$ cat config.mk
export PLATFORM = sky130hd
export DESIGN_NAME = flash_erase_seq
export DESIGN_NICKNAME = d
export VERILOG_FILES = /design/src/rtl/flash_erase_pkg.sv /design/src/rtl/fe_wait_timer.sv /design/src/rtl/fe_verify_addr.sv /design/src/rtl/flash_erase_seq.sv
export SDC_FILE = /design/constraint.sdc
export NUM_CORES = 1
export LEC_CHECK = 0
export ABC_AREA = 0
export CAP_MARGIN = 25
export CORE_MARGIN = 3
export CORE_UTILIZATION = 45
export DETAILED_ROUTE_END_ITERATION = 16
export GPL_TIMING_DRIVEN = 0
export PLACE_DENSITY = 0.69
export SYNTH_ARGS = -nofsm -noshare
export SYNTH_HDL_FRONTEND = slang
export SYNTH_SLANG_ARGS = --single-unit
$ cat constraint.sdc
create_clock -name clk -period 4.1 [get_ports clk]
set_input_delay 0.82 -clock clk [delete_from_list [all_inputs] [get_ports clk]]
set_output_delay 0.82 -clock clk [all_outputs]
set_load 0.02 [all_outputs]
$ cat src/rtl/flash_erase_pkg.sv
package flash_erase_pkg;
    typedef enum logic [3:0] {
        ST_IDLE,
        ST_SWE_ON,
        ST_ESU_ON,
        ST_ERASE,
        ST_ERS_OFF,
        ST_ESU_OFF,
        ST_EV_ON,
        ST_DUMMY,
        ST_SETTLE,
        ST_READ,
        ST_EV_OFF_OK,
        ST_EV_OFF_NG,
        ST_SWE_OFF_OK,
        ST_SWE_OFF_NG
    } fe_state_t;
endpackage

$ cat src/rtl/fe_wait_timer.sv
module fe_wait_timer #(
    parameter int CNT_W = 16
) (
    input  logic             clk,
    input  logic             rst_n,
    input  logic             restart,
    input  logic [CNT_W-1:0] limit,
    output logic             expired
);
    logic [CNT_W-1:0] cnt_q;

    // the count of cycles already spent in the current state reaches limit-1
    assign expired = ({1'b0, cnt_q} + {{CNT_W{1'b0}}, 1'b1}) >= {1'b0, limit};

    always_ff @(posedge clk or negedge rst_n) begin
        if (!rst_n)       cnt_q <= '0;
        else if (restart) cnt_q <= '0;
        else if (!expired) cnt_q <= cnt_q + 1'b1;
    end

    AST_TMR_HOLDS: assert property (@(posedge clk) disable iff (!rst_n)
        (expired && !restart) |=> expired);
endmodule

$ cat src/rtl/fe_verify_addr.sv
module fe_verify_addr #(
    parameter int ADDR_W = 8
) (
    input  logic              clk,
    input  logic              rst_n,
    input  logic              load,
    input  logic              step,
    input  logic [ADDR_W-1:0] base,
    input  logic [ADDR_W-1:0] last_addr,
    output logic [ADDR_W-1:0] addr,
    output logic              at_last
);
    always_ff @(posedge clk or negedge rst_n) begin
        if (!rst_n)     addr <= '0;
        else if (load)  addr <= base;
        else if (step)  addr <= addr + 1'b1;
    end

    assign at_last = (addr == last_addr);

    AST_NO_STEP_PAST_END: assert property (@(posedge clk) disable iff (!rst_n)
        step |-> !at_last);
    AST_NO_LOAD_AND_STEP: assert property (@(posedge clk) disable iff (!rst_n)
        !(load && step));
endmodule

$ cat src/rtl/flash_erase_seq.sv
module flash_erase_seq
    import flash_erase_pkg::*;
#(
    parameter int BLK_W     = 4,
    parameter int ADDR_W    = 8,
    parameter int CNT_W     = 16,
    parameter int RETRY_MAX = 6,
    parameter int T_X       = 8,
    parameter int T_Y       = 8,
    parameter int T_Z       = 2000,
    parameter int T_ALPHA   = 8,
    parameter int T_BETA    = 8,
    parameter int T_GAMMA   = 8,
    parameter int T_EPS     = 4,
    parameter int T_ETA     = 8,
    parameter int T_THETA   = 8
) (
    input  logic              clk,
    input  logic              rst_n,
    input  logic              start,
    input  logic [BLK_W-1:0]  blk_sel,
    input  logic [ADDR_W-1:0] blk_first,
    input  logic [ADDR_W-1:0] blk_last,
    input  logic [15:0]       rd_word,
    output logic              swe,
    output logic              esu,
    output logic              ers,
    output logic              ev,
    output logic [BLK_W-1:0]  blk_en,
    output logic [ADDR_W-1:0] vaddr,
    output logic              dummy_wr,
    output logic              wdt_en,
    output logic              busy,
    output logic              done,
    output logic              fail
);
    localparam int RW = $clog2(RETRY_MAX + 1);
    localparam logic [RW-1:0]    RLIM = RW'(RETRY_MAX);
    localparam logic [CNT_W-1:0] LX = CNT_W'(T_X);
    localparam logic [CNT_W-1:0] LY = CNT_W'(T_Y);
    localparam logic [CNT_W-1:0] LZ = CNT_W'(T_Z);
    localparam logic [CNT_W-1:0] LA = CNT_W'(T_ALPHA);
    localparam logic [CNT_W-1:0] LB = CNT_W'(T_BETA);
    localparam logic [CNT_W-1:0] LG = CNT_W'(T_GAMMA);
    localparam logic [CNT_W-1:0] LE = CNT_W'(T_EPS);
    localparam logic [CNT_W-1:0] LH = CNT_W'(T_ETA);
    localparam logic [CNT_W-1:0] LT = CNT_W'(T_THETA);

    fe_state_t         state_q, state_n;
    logic [RW-1:0]     retry_q;
    logic [BLK_W-1:0]  sel_q;
    logic [ADDR_W-1:0] first_q, last_q;
    logic              done_q, fail_q;
    logic [CNT_W-1:0]  wait_lim;
    logic              tmr_exp, addr_last;
    logic              sel_ok, accept, word_ok;

    assign sel_ok  = ($countones(blk_sel) == 1);
    assign accept  = (state_q == ST_IDLE) && start && sel_ok;
    assign word_ok = &rd_word;

    // wait length for the current state
    always_comb begin
        unique case (state_q)
            ST_SWE_ON:                     wait_lim = LX;
            ST_ESU_ON:                     wait_lim = LY;
            ST_ERASE:                      wait_lim = LZ;
            ST_ERS_OFF:                    wait_lim = LA;
            ST_ESU_OFF:                    wait_lim = LB;
            ST_EV_ON:                      wait_lim = LG;
            ST_SETTLE:                     wait_lim = LE;
            ST_EV_OFF_OK, ST_EV_OFF_NG:    wait_lim = LH;
            ST_SWE_OFF_OK, ST_SWE_OFF_NG:  wait_lim = LT;
            default:                       wait_lim = CNT_W'(1);
        endcase
    end

    fe_wait_timer #(.CNT_W(CNT_W)) u_timer (
        .clk     (clk),
        .rst_n   (rst_n),
        .restart (state_n != state_q),
        .limit   (wait_lim),
        .expired (tmr_exp)
    );

    fe_verify_addr #(.ADDR_W(ADDR_W)) u_addr (
        .clk       (clk),
        .rst_n     (rst_n),
        .load      (state_q == ST_EV_ON),
        .step      ((state_q == ST_READ) && word_ok && !addr_last),
        .base      (first_q),
        .last_addr (last_q),
        .addr      (vaddr),
        .at_last   (addr_last)
    );

    // next-state selection
    always_comb begin
        state_n = state_q;
        unique case (state_q)
            ST_IDLE:       if (accept)  state_n = ST_SWE_ON;
            ST_SWE_ON:     if (tmr_exp) state_n = ST_ESU_ON;
            ST_ESU_ON:     if (tmr_exp) state_n = ST_ERASE;
            ST_ERASE:      if (tmr_exp) state_n = ST_ERS_OFF;
            ST_ERS_OFF:    if (tmr_exp) state_n = ST_ESU_OFF;
            ST_ESU_OFF:    if (tmr_exp) state_n = ST_EV_ON;
            ST_EV_ON:      if (tmr_exp) state_n = ST_DUMMY;
            ST_DUMMY:                   state_n = ST_SETTLE;
            ST_SETTLE:     if (tmr_exp) state_n = ST_READ;
            ST_READ: begin
                if (!word_ok)       state_n = ST_EV_OFF_NG;
                else if (addr_last) state_n = ST_EV_OFF_OK;
                else                state_n = ST_DUMMY;
            end
            ST_EV_OFF_OK:  if (tmr_exp) state_n = ST_SWE_OFF_OK;
            ST_EV_OFF_NG:  if (tmr_exp) state_n = (retry_q >= RLIM) ? ST_SWE_OFF_NG : ST_ESU_ON;
            ST_SWE_OFF_OK: if (tmr_exp) state_n = ST_IDLE;
            ST_SWE_OFF_NG: if (tmr_exp) state_n = ST_IDLE;
            default:                    state_n = ST_IDLE;
        endcase
    end

    // state register and per-request context
    always_ff @(posedge clk or negedge rst_n) begin
        if (!rst_n) begin
            state_q <= ST_IDLE;
            retry_q <= '0;
            sel_q   <= '0;
            first_q <= '0;
            last_q  <= '0;
            done_q  <= 1'b0;
            fail_q  <= 1'b0;
        end else begin
            state_q <= state_n;
            done_q  <= (state_q == ST_SWE_OFF_OK) && tmr_exp;
            fail_q  <= ((state_q == ST_SWE_OFF_NG) && tmr_exp) ||
                       ((state_q == ST_IDLE) && start && !sel_ok);
            if (accept) begin
                retry_q <= RW'(1);
                sel_q   <= blk_sel;
                first_q <= blk_first;
                last_q  <= blk_last;
            end else if ((state_q == ST_EV_OFF_NG) && tmr_exp && (retry_q < RLIM)) begin
                retry_q <= retry_q + 1'b1;
            end
        end
    end

    // outputs decoded from state
    always_comb begin
        swe = 1'b0; esu = 1'b0; ers = 1'b0; ev = 1'b0;
        dummy_wr = 1'b0; wdt_en = 1'b1;
        unique case (state_q)
            ST_IDLE:                     wdt_en = 1'b0;
            ST_SWE_ON:     begin swe = 1'b1; wdt_en = 1'b0; end
            ST_ESU_ON:     begin swe = 1'b1; esu = 1'b1; end
            ST_ERASE:      begin swe = 1'b1; esu = 1'b1; ers = 1'b1; end
            ST_ERS_OFF:    begin swe = 1'b1; esu = 1'b1; end
            ST_ESU_OFF:          swe = 1'b1;
            ST_EV_ON, ST_SETTLE, ST_READ: begin swe = 1'b1; ev = 1'b1; end
            ST_DUMMY:      begin swe = 1'b1; ev = 1'b1; dummy_wr = 1'b1; end
            ST_EV_OFF_OK, ST_EV_OFF_NG:  swe = 1'b1;
            ST_SWE_OFF_OK, ST_SWE_OFF_NG: ;
            default:                     wdt_en = 1'b0;
        endcase
        busy   = (state_q != ST_IDLE);
        blk_en = busy ? sel_q : '0;
        done   = done_q;
        fail   = fail_q;
    end

    AST_ERS_IN_ESU:     assert property (@(posedge clk) disable iff (!rst_n) ers |-> esu);
    AST_ESU_IN_SWE:     assert property (@(posedge clk) disable iff (!rst_n) esu |-> swe);
    AST_EV_NOT_ESU:     assert property (@(posedge clk) disable iff (!rst_n) ev |-> !esu);
    AST_WDT_COVERS_ESU: assert property (@(posedge clk) disable iff (!rst_n) esu |-> wdt_en);
    AST_DUMMY_IN_EV:    assert property (@(posedge clk) disable iff (!rst_n) dummy_wr |-> ev);
    AST_ONE_BLOCK:      assert property (@(posedge clk) disable iff (!rst_n)
        busy |-> ($countones(blk_en) == 1));
    AST_RETRY_BOUND:    assert property (@(posedge clk) disable iff (!rst_n)
        busy |-> (retry_q >= RW'(1) && retry_q <= RLIM));
    AST_RESULT_EXCL:    assert property (@(posedge clk) disable iff (!rst_n) !(done && fail));
    AST_DONE_PULSE:     assert property (@(posedge clk) disable iff (!rst_n) done |=> !done);
    AST_FAIL_PULSE:     assert property (@(posedge clk) disable iff (!rst_n) fail |=> !fail);
    AST_REJECT_QUIET:   assert property (@(posedge clk) disable iff (!rst_n)
        (!busy && start && ($countones(blk_sel) != 1)) |=> (fail && !busy && !swe));
    AST_SEL_HELD:       assert property (@(posedge clk) disable iff (!rst_n)
        (busy && $past(busy)) |-> $stable(blk_en));
endmodule

; Word-level counts from Yosys, hierarchy flattened
; Memories as Yosys holds them, arrays and structs flattened.
; Cells that the tools add are included.
[word_totals]
ff_bits = 53
rom_bits = 144
input_bits = 39
out_inout_bits = 21
word_cells = 87
mem_count = 1
[memory_table]
columns = memory, depth, width, read_ports, rd_ports_with_merged_regs, write_ports, line_no
row1 = (no name shown), 16, 9, 1, 0, 0, flash_erase_seq.sv:64  ; unique case (state_q)
[classes]
addsub = 7
n_lt_le_gt_ge = 3
eq_ne = 17
mux = 28
n_reduce_logical = 22
[ops]
columns = cell, n
row1 = $mux W4, 15
row2 = $pmux W4 S13, 1
row3 = $mux W16, 2
row4 = $eq A4 B4 Y1 const B, 6
row5 = $add A16 B1 Y17 const B, 1
row6 = $ge A17 B16 Y1, 1
row7 = $add A16 B1 Y16 const B, 1
row8 = $eq A4 B3 Y1 const B, 4
row9 = $mux W8, 2
row10 = $reduce_and A16 Y1, 1
row11 = $reduce_or A12 Y1, 1
row12 = $reduce_or A11 Y1, 1
row13 = $logic_and A1 B1 Y1, 9
row14 = $add A8 B1 Y8 const B, 1
row15 = $eq A4 B2 Y1 const B, 2
row16 = $eq A8 B8 Y1, 1
row17 = $mux W1, 6
row18 = $mux W3, 2
row19 = $add A1 B1 Y2, 2
row20 = $eq A4 B1 Y1 const B, 1
row21 = $logic_not A4 Y1, 1
row22 = $ne A4 B4 Y1, 1
row23 = $reduce_bool A2 Y1, 2
row24 = $reduce_bool A4 Y1, 1
row25 = 11 further kinds, 12

; Depth between registers and ports, before layout
[logic_depth]
depth_word = 8
ltp_mapped = 15
mapped_depth_nobuf = 13

; By module
; Synthesis repeated with hierarchy kept, for this count alone.
[hier_totals]
hier_cells = 433
hier_area_um2 = 3951.3
[modules_own_cells]
columns = module, n_inst, cells_per_inst, area_per_inst_um2, seq_area_each_um2
row1 = flash_erase_seq, 1, 195, 1885.6, 725.7
row2 = fe_wait_timer, 1, 177, 1511.4, 400.4
row3 = fe_verify_addr, 1, 61, 554.3, 200.2

; Worst setup path before layout
; OpenSTA, ideal clock, no wires.
[synth_path]
path_type = register -> register
startpoint = reg state_q[2]
endpoint = reg u_timer.cnt_q[8]
setup_ns = 0.080
arrival_ns = 3.714
required_ns = 4.020
setup_slack_ns = 0.307
stages_incl_launch_ff = 16
n_path_buf = 5
period_less_slack_ns = 3.793
cell_sequence = dfrtp_1 > clkbuf_1 > clkbuf_1 > buf_1 > nor3_1 > inv_1 > ha_1 > nand3_1 > nor4_1 > nand3b_1 > and4b_1 > buf_2 > a211oi_2 > o221ai_4 > buf_6 > nor3b_2
[synth_via]
elab_chain_len = 7
word_cells_on_any_way = 34
cone_classes = order compare (1) / eq/ne (15) / mux (13) / reduce/logical (4) / memory (1)
[synth_rtl]
columns = item, line_no
row1 = from (decl), flash_erase_seq.sv:49  ; fe_state_t state_q, state_n;
row2 = from (signal assigned), flash_erase_seq.sv:134  ; state_q <= state_n;
row3 = branches (longest 7 deep; another with $ge A17 B16 Y1), -
row4 = to (signal assigned), fe_wait_timer.sv:18  ; else if (!expired) cnt_q <= cnt_q + 1'b1;
row5 = to (decl), fe_wait_timer.sv:10  ; logic [CNT_W-1:0] cnt_q;
; Parallel ways; which one is timed is not known.
; A chain may end at the register's enable or synchronous reset.

; Worst setup path in the final report
[layout_path]
startpoint = in blk_sel[0]
endpoint = reg u_timer.cnt_q[12]
[layout_via]
elab_chain_len = 8
word_cells_on_any_way = 9
cone_classes = add/sub (2) / eq/ne (3) / mux (3) / reduce/logical (1)
[layout_rtl]
columns = item, line_no
row1 = from (decl), flash_erase_seq.sv:21  ; input logic [BLK_W-1:0] blk_sel,
row2 = $add A1 B1 Y2 (not written as such) *, flash_erase_seq.sv:58  ; assign sel_ok = ($countones(blk_sel) == 1);
row3 = $add A2 B2 Y3 (not written as such) *, flash_erase_seq.sv:58
row4 = $eq A3 B1 Y1 *, flash_erase_seq.sv:58
row5 = $logic_and A1 B1 Y1 *, flash_erase_seq.sv:59  ; assign accept = (state_q == ST_IDLE) && start && sel_ok;
row6 = $mux W4 *, flash_erase_seq.sv:101  ; ST_IDLE: if (accept) state_n = ST_SWE_ON;
row7 = $pmux W4 S13 *, flash_erase_seq.sv:100  ; unique case (state_q)
row8 = $ne A4 B4 Y1 *, flash_erase_seq.sv:81  ; .restart (state_n != state_q),
row9 = $ne A2 B1 Y1 (no line) or $mux W16 (tied branches), -
; Every way passes the cells marked *; elsewhere a longest branch is shown, timed or not.

==> run metrics <==
Final GP Congestion=0.926; status=finished, final reports clean; largest net degree at the start of global routing=40; Area growth, synth to finish=22.7%; 1st-pass router iterations=5; Detail Route Antenna Nets=0; Tot Pwr=roughly 3.4 mW; # H-tree levels=2; final WL=9.75 mm; met1 usage=0.292; required time worst endpoint=between 4 and 5 ns; Setup Total Neg Slack=0 ns; Syn Inst Count=between 400 and 500; WHS=a little over 0.4 ns; met2 Resource Use GR=0.337; postcts setup bufs=0; Adder-Cell Fraction of Synth Area=0.0720; Final Cell Area=between 4000 and 5000 sq um; clock skew=roughly 0.0056 ns; # Max-Cap Violations=0; mux share of post-synthesis cell area=0.0117; WL per Instance=roughly 16 um; Rel. slew slack=0.475; antenna violations before repair=0; Final Hold Vio Count=0; endpoints failing setup=0; placed insts=~600; total gr overflow=0; vias in the first global route=approximately 3300; Die Ht=97.3 um; compound-cell area share of the yosys netlist=0.168; first-pass GRT wire length=about 16 mm; CP Launch Type=input port; Max Slew Vio Count=0; RSZ-0062 raised after global routing=false; Starting Density=0.473; Die ar.=9470 sq um; placed inst area=approximately 4500 sq um; number of synthesized flops with an enable pin=0; Worst Hold Class=in2async; drc violations=0; Max Root-Sink Buffers=2; core footprint=~8000 sq um; commonest non-fill, non-tap cells in the layout=nand2_1, clkdlybuf4s50_1, dfrtp_1; critical path type=in2reg; CP Capture Type=flip-flop; Crit path max-delay family=adder cells; port bufs=59; row count=32; arrival time at the worst endpoint=around 4.1 ns; max incr delay on CP=around 0.53 ns; met3 Usage GRT=0.0330; worst vdd rail ir drop=between 0.0003 and 0.0004 V; mapped cell area=between 3000 and 4000 sq um; Leak Pwr=2.01 nW; clock sinks=53; nets=~570; number of buffers created by CTS=5; #FFs+latches synth=53; post-synthesis simple-gate area fraction=0.284; async set-reset flop share out of synthesis=1.00; Final period util=0.954; io pins=60; min Tclk post-route=between 3 and 4 ns; vias=3449; clk_lat worst skew=between 0.3 and 0.4 ns; PnR worst setup slack=approximately 0.19 ns; DRT iter0 DRCs=approximately 200; share of cells above drive strength 1=0.0832; fin util=0.581; total track usage=0.208; Netlist cell types=between 60 and 70; Critical-path top delay cell=fa_1; Synth Net Count=roughly 500; Synth warnings=0; ys flop type=dfrtp_1; syn avg cell area=between 8 and 9 sq um; cell at the root of the clock tree=clkbuf_8; worst slack at placement=-0.378 ns; commonest non-fill, non-tap cell in the layout=nand2_1; XOR/XNOR Fraction of Synth Area=0.0654; antenna cells=0; largest family of logic cells by synthesized area=simple AND/OR/NAND/NOR gates; P per Cell Area=~740 nW/um^2; Die W=slightly below 100 um; gr busiest metal=met2; CTS tree=done; Seq/Total Area, Yosys=0.354; highest clock rate=~0.26 GHz; Reg clk slew, reported paths=0.10 ns; Worst Path Max Fanout=10; Buf+Inv Stages, Crit Path=4; Slew @ Worst Pin=around 0.8 ns; crit-path cells=clkdlybuf4s50_1 -> inv_1 -> fa_1 -> inv_1 -> ha_1 -> ha_1 -> nor3b_2 -> nand3_2 -> a2111oi_1 -> a21oi_1 -> o221ai_4 -> buf_6 -> nor2_1; Non-Filler Instances=607; number of vias per cell=between 5 and 6; Detailed Place HPWL=between 7 and 8 mm; # fillers=around 760
-- cells by family (layout without fill, tap and decap cells) --
group           Yosys count  in the layout
xor+xnor                 28             28
buf+inv                  43            109
mux                       3              3
flops                    53             53
simple gates            203            203
fa+ha+maj                21             21
compound gates           88             88
-- registers in the layout (all words and copies together), names as in the netlist --
name and flops:
done 1, fail 1, first_q 8, last_q 8, retry_q 3, sel_q 4, state_q 4, u_addr.addr 8
u_timer.cnt_q 16
-- per-layer routing --
layer	up-vias	wire, um	part of all wire
met5	-	0	0
met1	1656	4440	0.46
met3	8	541	0.055
li1	1694	-	-
met2	91	4660	0.48
met4	0	110	0.011
-- repair_timing --
action | CTS | global route
resized for setup | 2 | 13
hold buffers | 0 | 0
setup endpoints to repair | 13 | 22
-- final cells by class --
class	count	area, sq um	area share
buffer	22	98.8	0.0215
clock buffer	6	82.6	0.0179
clock inverter	1	7.51	0.00163
inverter	20	75.1	0.0163
multi-input combinational	343	2280	0.495
sequential	53	1330	0.288
tap	102	128	0.0277
timing repair buffer	60	606	0.132
-- cell usage after synthesis, drive strengths merged (2+ instances only) --
master / number / share of area
a211oi: 5 / 0.011
o22ai: 4 / 0.0067
a31o: 2 / 0.0047
clkbuf: 18 / 0.018
o21ai: 24 / 0.032
nor3: 14 / 0.023
and3: 7 / 0.012
nor4: 5 / 0.0083
dfrtp: 53 / 0.35
nand4: 16 / 0.031
o211a: 2 / 0.0053
o31ai: 4 / 0.0080
a22oi: 3 / 0.0060
inv: 20 / 0.020
and2: 2 / 0.0033
buf: 5 / 0.0077
o211ai: 2 / 0.0040
or4: 2 / 0.0050
xor2: 12 / 0.028
a221o: 3 / 0.0080
nand3: 14 / 0.019
nand2: 88 / 0.088
nand2b: 2 / 0.0033
a21oi: 12 / 0.017
nor2b: 10 / 0.017
a21o: 5 / 0.010
a32oi: 2 / 0.0047
ha: 20 / 0.067
a31oi: 3 / 0.0050
xnor2: 16 / 0.037
o21a: 5 / 0.010
o31a: 2 / 0.0047
nor2: 22 / 0.024
nor3b: 12 / 0.029
and4: 4 / 0.0093
-- where the power goes --
part           total [mW]  internal, mW  switching, mW
sequential          0.874         0.695          0.178
clock               0.312         0.134          0.178
combinational        2.23         0.884           1.34
total                3.41          1.71           1.70
-- worst paths after layout --
kind | startpoint | end | slack, ns | cells after the start
min in group clk | sel_q[3]$_DFFE_PN0P_ | sel_q[3]$_DFFE_PN0P_ | 0.48 | 2
max | blk_sel[0] | u_timer.cnt_q[12]$_DFFE_PN0P_ | 0.19 | 13
max reg2reg | u_timer.cnt_q[0]$_DFFE_PN0P_ | u_timer.cnt_q[7]$_DFFE_PN0P_ | 0.30 | 15
min | rst_n | state_q[3]$_DFF_PN0_ | 0.41 | 1
min reg2reg | sel_q[3]$_DFFE_PN0P_ | sel_q[3]$_DFFE_PN0P_ | 0.48 | 2
max in group asynchronous | rst_n | sel_q[2]$_DFFE_PN0P_ | 3.14 | 2
Power figures use the tool's default switching activity.
